### config.mk
export PLATFORM = sky130hd
export DESIGN_NAME = dual_match_unit
export DESIGN_NICKNAME = d
export VERILOG_FILES = /design/src/rtl/dual_match_pkg.sv /design/src/rtl/dm_thermo_mask.sv /design/src/rtl/dm_high_finder.sv /design/src/rtl/dual_match_unit.sv
export SDC_FILE = /design/constraint.sdc
export NUM_CORES = 1
export LEC_CHECK = 0
export BUFFER_PORTS_ARGS = -buffer_cell sky130_fd_sc_hd__buf_4
export CAP_MARGIN = 15
export CORE_ASPECT_RATIO = 0.6
export CORE_UTILIZATION = 58
export CTS_CLUSTER_SIZE = 28
export DETAILED_ROUTE_END_ITERATION = 8
export PLACE_DENSITY = 0.87
export RECOVER_POWER = 50
export SLEW_MARGIN = 20
export SYNTH_ARGS = -nofsm -noshare
export SYNTH_HDL_FRONTEND = slang
export SYNTH_SLANG_ARGS = --single-unit
### constraint.sdc
create_clock -name clk -period 7.1 [get_ports clk]
set_input_delay 1.42 -clock clk [delete_from_list [all_inputs] [get_ports clk]]
set_output_delay 1.42 -clock clk [all_outputs]
set_load 0.005 [all_outputs]
### src/rtl/dual_match_pkg.sv
package dual_match_pkg;

    // Search flavour applied to one node.
    typedef enum logic {
        MODE_NEAREST = 1'b0,
        MODE_MAX     = 1'b1
    } match_mode_e;

    localparam int DEFAULT_NODE_W = 16;
    localparam int DEFAULT_GROUP  = 4;

    // Highest set position inside one small group, 0 when empty.
    function automatic int unsigned group_high(input logic [31:0] v, input int unsigned n);
        int unsigned r;
        r = 0;
        for (int b = 0; b < 32; b++) begin
            if (b < n && v[b]) r = b;
        end
        return r;
    endfunction

endpackage

### src/rtl/dm_thermo_mask.sv
module dm_thermo_mask #(
    parameter int WIDTH = 16,
    localparam int IW = $clog2(WIDTH)
) (
    input  logic [IW-1:0]    pos,
    input  logic             incl,
    input  logic             all_ones,
    output logic [WIDTH-1:0] mask
);
    // Bit i is enabled when it lies below pos, or at pos when incl is set.
    for (genvar i = 0; i < WIDTH; i++) begin : g_bit
        assign mask[i] = all_ones | (IW'(i) < pos) | (incl & (IW'(i) == pos));
    end
endmodule

### src/rtl/dm_high_finder.sv
module dm_high_finder
    import dual_match_pkg::*;
#(
    parameter int WIDTH = 16,
    parameter int GROUP = 4,
    localparam int IW  = $clog2(WIDTH),
    localparam int NG  = WIDTH / GROUP,
    localparam int LW  = $clog2(GROUP),
    localparam int GSW = $clog2(NG)
) (
    input  logic [WIDTH-1:0] vec,
    output logic             found,
    output logic [IW-1:0]    idx
);
    logic [NG-1:0]         grp_any;
    logic [NG-1:0][LW-1:0] grp_loc;
    logic [GSW-1:0]        sel;

    // Per-group look-ahead: any-flag and local highest position in parallel.
    for (genvar g = 0; g < NG; g++) begin : g_grp
        assign grp_any[g] = |vec[g*GROUP +: GROUP];
        assign grp_loc[g] = LW'(group_high(32'(vec[g*GROUP +: GROUP]), GROUP));
    end

    // Group select: the highest group holding a candidate wins.
    always_comb begin
        found = 1'b0;
        sel   = '0;
        for (int k = 0; k < NG; k++) begin
            if (grp_any[k]) begin
                found = 1'b1;
                sel   = GSW'(k);
            end
        end
    end

    assign idx = {sel, grp_loc[sel]};
endmodule

### src/rtl/dual_match_unit.sv
module dual_match_unit
    import dual_match_pkg::*;
#(
    parameter int WIDTH = DEFAULT_NODE_W,
    parameter int GROUP = DEFAULT_GROUP,
    localparam int IW = $clog2(WIDTH)
) (
    input  logic             clk,
    input  logic             rst,
    input  logic             req_valid,
    input  logic [WIDTH-1:0] node_bits,
    input  logic [IW-1:0]    target,
    input  logic             max_mode,
    output logic             rsp_valid,
    output logic             prim_hit,
    output logic [IW-1:0]    prim_idx,
    output logic             sec_hit,
    output logic [IW-1:0]    sec_idx
);
    match_mode_e      mode;
    logic [WIDTH-1:0] p_mask, s_mask;
    logic [WIDTH-1:0] p_vec, s_vec;
    logic             p_found, s_found;
    logic [IW-1:0]    p_idx, s_idx, s_pos;

    assign mode = max_mode ? MODE_MAX : MODE_NEAREST;

    // Primary: at or below target, or the whole node in maximum mode.
    dm_thermo_mask #(.WIDTH(WIDTH)) u_pmask (
        .pos      (target),
        .incl     (1'b1),
        .all_ones (mode == MODE_MAX),
        .mask     (p_mask)
    );
    assign p_vec = node_bits & p_mask;

    dm_high_finder #(.WIDTH(WIDTH), .GROUP(GROUP)) u_pfind (
        .vec   (p_vec),
        .found (p_found),
        .idx   (p_idx)
    );

    // Secondary: strictly below target, or strictly below the primary in maximum mode.
    assign s_pos = (mode == MODE_MAX) ? p_idx : target;

    dm_thermo_mask #(.WIDTH(WIDTH)) u_smask (
        .pos      (s_pos),
        .incl     (1'b0),
        .all_ones (1'b0),
        .mask     (s_mask)
    );
    assign s_vec = node_bits & s_mask;

    dm_high_finder #(.WIDTH(WIDTH), .GROUP(GROUP)) u_sfind (
        .vec   (s_vec),
        .found (s_found),
        .idx   (s_idx)
    );

    always_ff @(posedge clk) begin
        if (rst) begin
            rsp_valid <= 1'b0;
            prim_hit  <= 1'b0;
            prim_idx  <= '0;
            sec_hit   <= 1'b0;
            sec_idx   <= '0;
        end else begin
            rsp_valid <= req_valid;
            if (req_valid) begin
                prim_hit <= p_found;
                prim_idx <= p_found ? p_idx : '0;
                sec_hit  <= s_found;
                sec_idx  <= s_found ? s_idx : '0;
            end
        end
    end

    // one-cycle response flag
    a_r2_latency: assert property (@(posedge clk) disable iff (rst)
        req_valid |=> rsp_valid);
    a_r2_idle: assert property (@(posedge clk) disable iff (rst)
        !req_valid |=> !rsp_valid);

    // a set target bit is returned as the primary in nearest mode
    a_r3_exact: assert property (@(posedge clk) disable iff (rst)
        (req_valid && !max_mode && node_bits[target]) |=> (prim_hit && prim_idx == $past(target)));

    // an empty node never produces a hit
    a_r5_empty: assert property (@(posedge clk) disable iff (rst)
        (req_valid && node_bits == '0) |=> (!prim_hit && !sec_hit));

    // secondary never exists without a primary, and never lies above it
    a_r6_order: assert property (@(posedge clk) disable iff (rst)
        sec_hit |-> (prim_hit && sec_idx <= prim_idx));

    // maximum mode always hits on a non-empty node
    a_r7_max_hit: assert property (@(posedge clk) disable iff (rst)
        (req_valid && max_mode && node_bits != '0) |=> prim_hit);

    // in maximum mode the secondary lies strictly below the primary
    a_r8_strict: assert property (@(posedge clk) disable iff (rst)
        (req_valid && max_mode) |=> (!sec_hit || sec_idx < prim_idx));

    // idle cycles hold the results
    a_r9_hold: assert property (@(posedge clk) disable iff (rst)
        !req_valid |=> ($stable(prim_idx) && $stable(sec_idx) && $stable(prim_hit) && $stable(sec_hit)));
endmodule

==> metrics <==
status complete, no violations; vias in the first global route 1540; largest net degree at the start of global routing 30; Reg power frac 28.7%; NumNets Final 249; Net Switching 0.0000952 W; Via Count 1820; hold slack 0.479 ns; average size of a mapped cell 7.26 um^2; first-pass GRT wire length 7610 um; Yosys cell types 59; Die Span Y 40.8 um; Synth Register Bits 11; final setup vio count 0; IO Pins 35; Die Footprint 2720 um^2; CP top delay family compound AO/OA/AOI/OAI gates; Pint 0.000149 W; clock sinks 11; number of enable flip-flop cells after synthesis 0; Tcrit/Tclk final 64.0%; Synth area leader dfxtp_1; P_leak 0.624 nW; syn nets 224; top cells by area, synth dfxtp_1 15%, a21oi_1 7.2%, nor2_1 7.0%; total CTS buffers 3; CP Data Required Time 7.24 ns; Via-to-Cell Ratio 7.17; Worst setup SP type input port; fraction of layout cells with a size suffix above 1 24.6%; FF-to-FF path depth 4; final slew viol count 0; RSZ-0062 raised after global routing false; H-tree Lvls 1; number of inserted diodes 0; Yosys top cell area share 15.2%; WP buf/inv 1; VDD IR max 0.0000707 V; Worst-Skew Late Latency 0.24 ns; Synth warnings 0; P&R area growth vs syn 15.7%; Fill cells 178; chip width 66.6 um; CP max FO 29; Antenna Nets Post-Route 0; FP Rows 13; hold buffer count at CTS 0; Initial Util 64.3%; routability cong. 1.02; Tmin final 4.54 ns; Main synth FF type dfxtp_1; Layout Skew 0 ns; Routed WL 4830 um; DR WL/cell 19.0 um; Gate power share 44.2%; DP HPWL 3590 um; Setup Fix Bufs, Post-CTS 0; Setup TNS 0 ns; GRT Residual Overflow 0; DRT iter0 DRCs 422; sequential area share after synthesis 15.2%; slowest stage delay, CP 0.61 ns; CTS tree yes; Post-CTS Resized 0; Reg clk slew, reported paths 0.05 ns; Arrival @ worst endpoint 4.68 ns; Achievable Freq 0.220 GHz; Worst Setup SP max_mode; Mapped Area 1450 um^2; final-report hold violation count 0; HP Class reg -> reg; Max Buffers Root-to-Sink 2; DRC 0; CP max-delay cell a2111oi_4; post-layout util 74.3%; critical path depth in cells 10; core box area 2260 um^2; Root Buffer clkbuf_8; Max Cap Viol 0; initial antenna violation count 0; All-Layer GR Usage 39.1%; clock share of power 27.1%; power per standard cell area 145 nW/um^2; Worst Max-Slew Pin Slew 0.620 ns; TritonRoute pass-1 iters 7; CP endpoint kind flop; Synth async-reset ratio 0%; CP Cell Sequence buf_4 -> or2_1 -> o21ai_0 -> a211oi_1 -> a2111oi_4 -> nor4_2 -> o311ai_2 -> nand3_1 -> or4_1 -> a31o_1; Slew Limit Headroom 58.7%; Sw Share 39.0%; Post-Syn Instances 200; Worst R2R Start sec_idx[1]; FF-to-FF End sec_idx[1]; R2R setup slack 6.30 ns; Worst setup endpoint sec_idx[0]; port buffer count 34; critical path class in -> reg
## through the flow
stage	std cells	total power, W	area, um^2	setup slack [ns]
floorplan	200	0.000142	1450	3.12
global placement	250	0.000173	1640	2.48
detailed placement	250	0.000174	1640	2.48
CTS	254	0.000241	1690	2.65
global route	254	0.000258	1680	2.36
finish	254	0.000244	1680	2.56
## Yosys cell counts (2+ instances only)
library cell,instances
o311ai_2,2
o21ai_1,3
o211ai_1,3
nand3_1,6
a21oi_1,21
and3_1,2
a311oi_1,5
o221ai_1,3
a211oi_1,5
nor3_1,7
or2_1,3
and2_1,2
or3_1,4
nor2_1,27
dfxtp_1,11
clkbuf_1,3
a211oi_2,2
or4_1,2
nand2_1,14
o21ai_0,14
nor4_1,3
nor2b_1,2
nand2b_1,4
buf_4,2
buf_6,5
inv_1,4
nor4_2,3
o21a_1,4
o2bb2ai_1,2
buf_2,3
## logic make-up (layout without fill, tap and decap cells)
family          after synthesis  after routing  share of synthesized area [%]
compound gates               83             83                           44.4
buf+inv                      19             43                           8.35
simple gates                 87             87                           32.0
flops                        11             11                           15.2
## tightest hold or removal path: cells and delay by family, from the launching register on
family / cells / cell delay, ns
DFF: 1 / 0.31
and+or+nand+nor: 1 / 0.06
AOI/OAI and AO/OA: 1 / 0.06
## metal layers
layer	wire length [um]	GRT usage (%)
met1	1970	53.4
met2	1920	57.1
met3	805	14.7
met4	131	10.6
met5	0	0
## placed cells by master, fill, tap and decap left out, types with 2 or more instances in the layout
cell type  count
nor2_1        27
buf_4         23
a21oi_1       21
o21ai_0       14
nand2_1       14
dfxtp_1       11
clkbuf_4       9
nor3_1         7
nand3_1        6
a211oi_1       5
a311oi_1       5
inv_1          4
or3_1          4
o21a_1         4
nand2b_1       4
or2_1          3
nor4_2         3
o21ai_1        3
nor4_1         3
o221ai_1       3
o211ai_1       3
clkbuf_8       3
clkbuf_1       3
and3_1         2
a211oi_2       2
and2_1         2
o311ai_2       2
or4_1          2
nor2b_1        2
o2bb2ai_1      2
## cell type report
class	instances	area (um^2)	area share, %
Multi-Input combinational cell	170	1110	66.1
Clock buffer	4	45.0	2.68
Timing Repair Buffer	34	248	14.7
Sequential cell	11	220	13.1
Inverter	5	18.8	1.12
Tap cell	30	37.5	2.23
## flip-flops by register name (all words and copies together) (netlist names)
signal     flops
sec_hit        1
prim_idx       4
rsp_valid      1
prim_hit       1
sec_idx        4
## power by group through the flow
stage          combinational [W]  clock (W)  sequential, W
4_1_cts                 0.000104  0.0000672      0.0000699
3_5_place_dp            0.000103          0      0.0000712
3_3_place_gp            0.000102          0      0.0000708
5_1_grt                 0.000116  0.0000707      0.0000704
6_report                0.000108  0.0000661      0.0000700
2_1_floorplan          0.0000704          0      0.0000714
## worst min path at each step
stage / from / to / depth (start not counted)
2_1_floorplan: prim_idx[1] / prim_idx[1] / 2
3_3_place_gp: prim_idx[1] / prim_idx[1] / 2
3_5_place_dp: prim_idx[1] / prim_idx[1] / 2
4_1_cts: prim_idx[1] / prim_idx[1] / 2
5_1_grt: prim_idx[1] / prim_idx[1] / 2
6_report: prim_idx[1] / prim_idx[1] / 2
No activity file was read; power rests on OpenSTA's default activity.
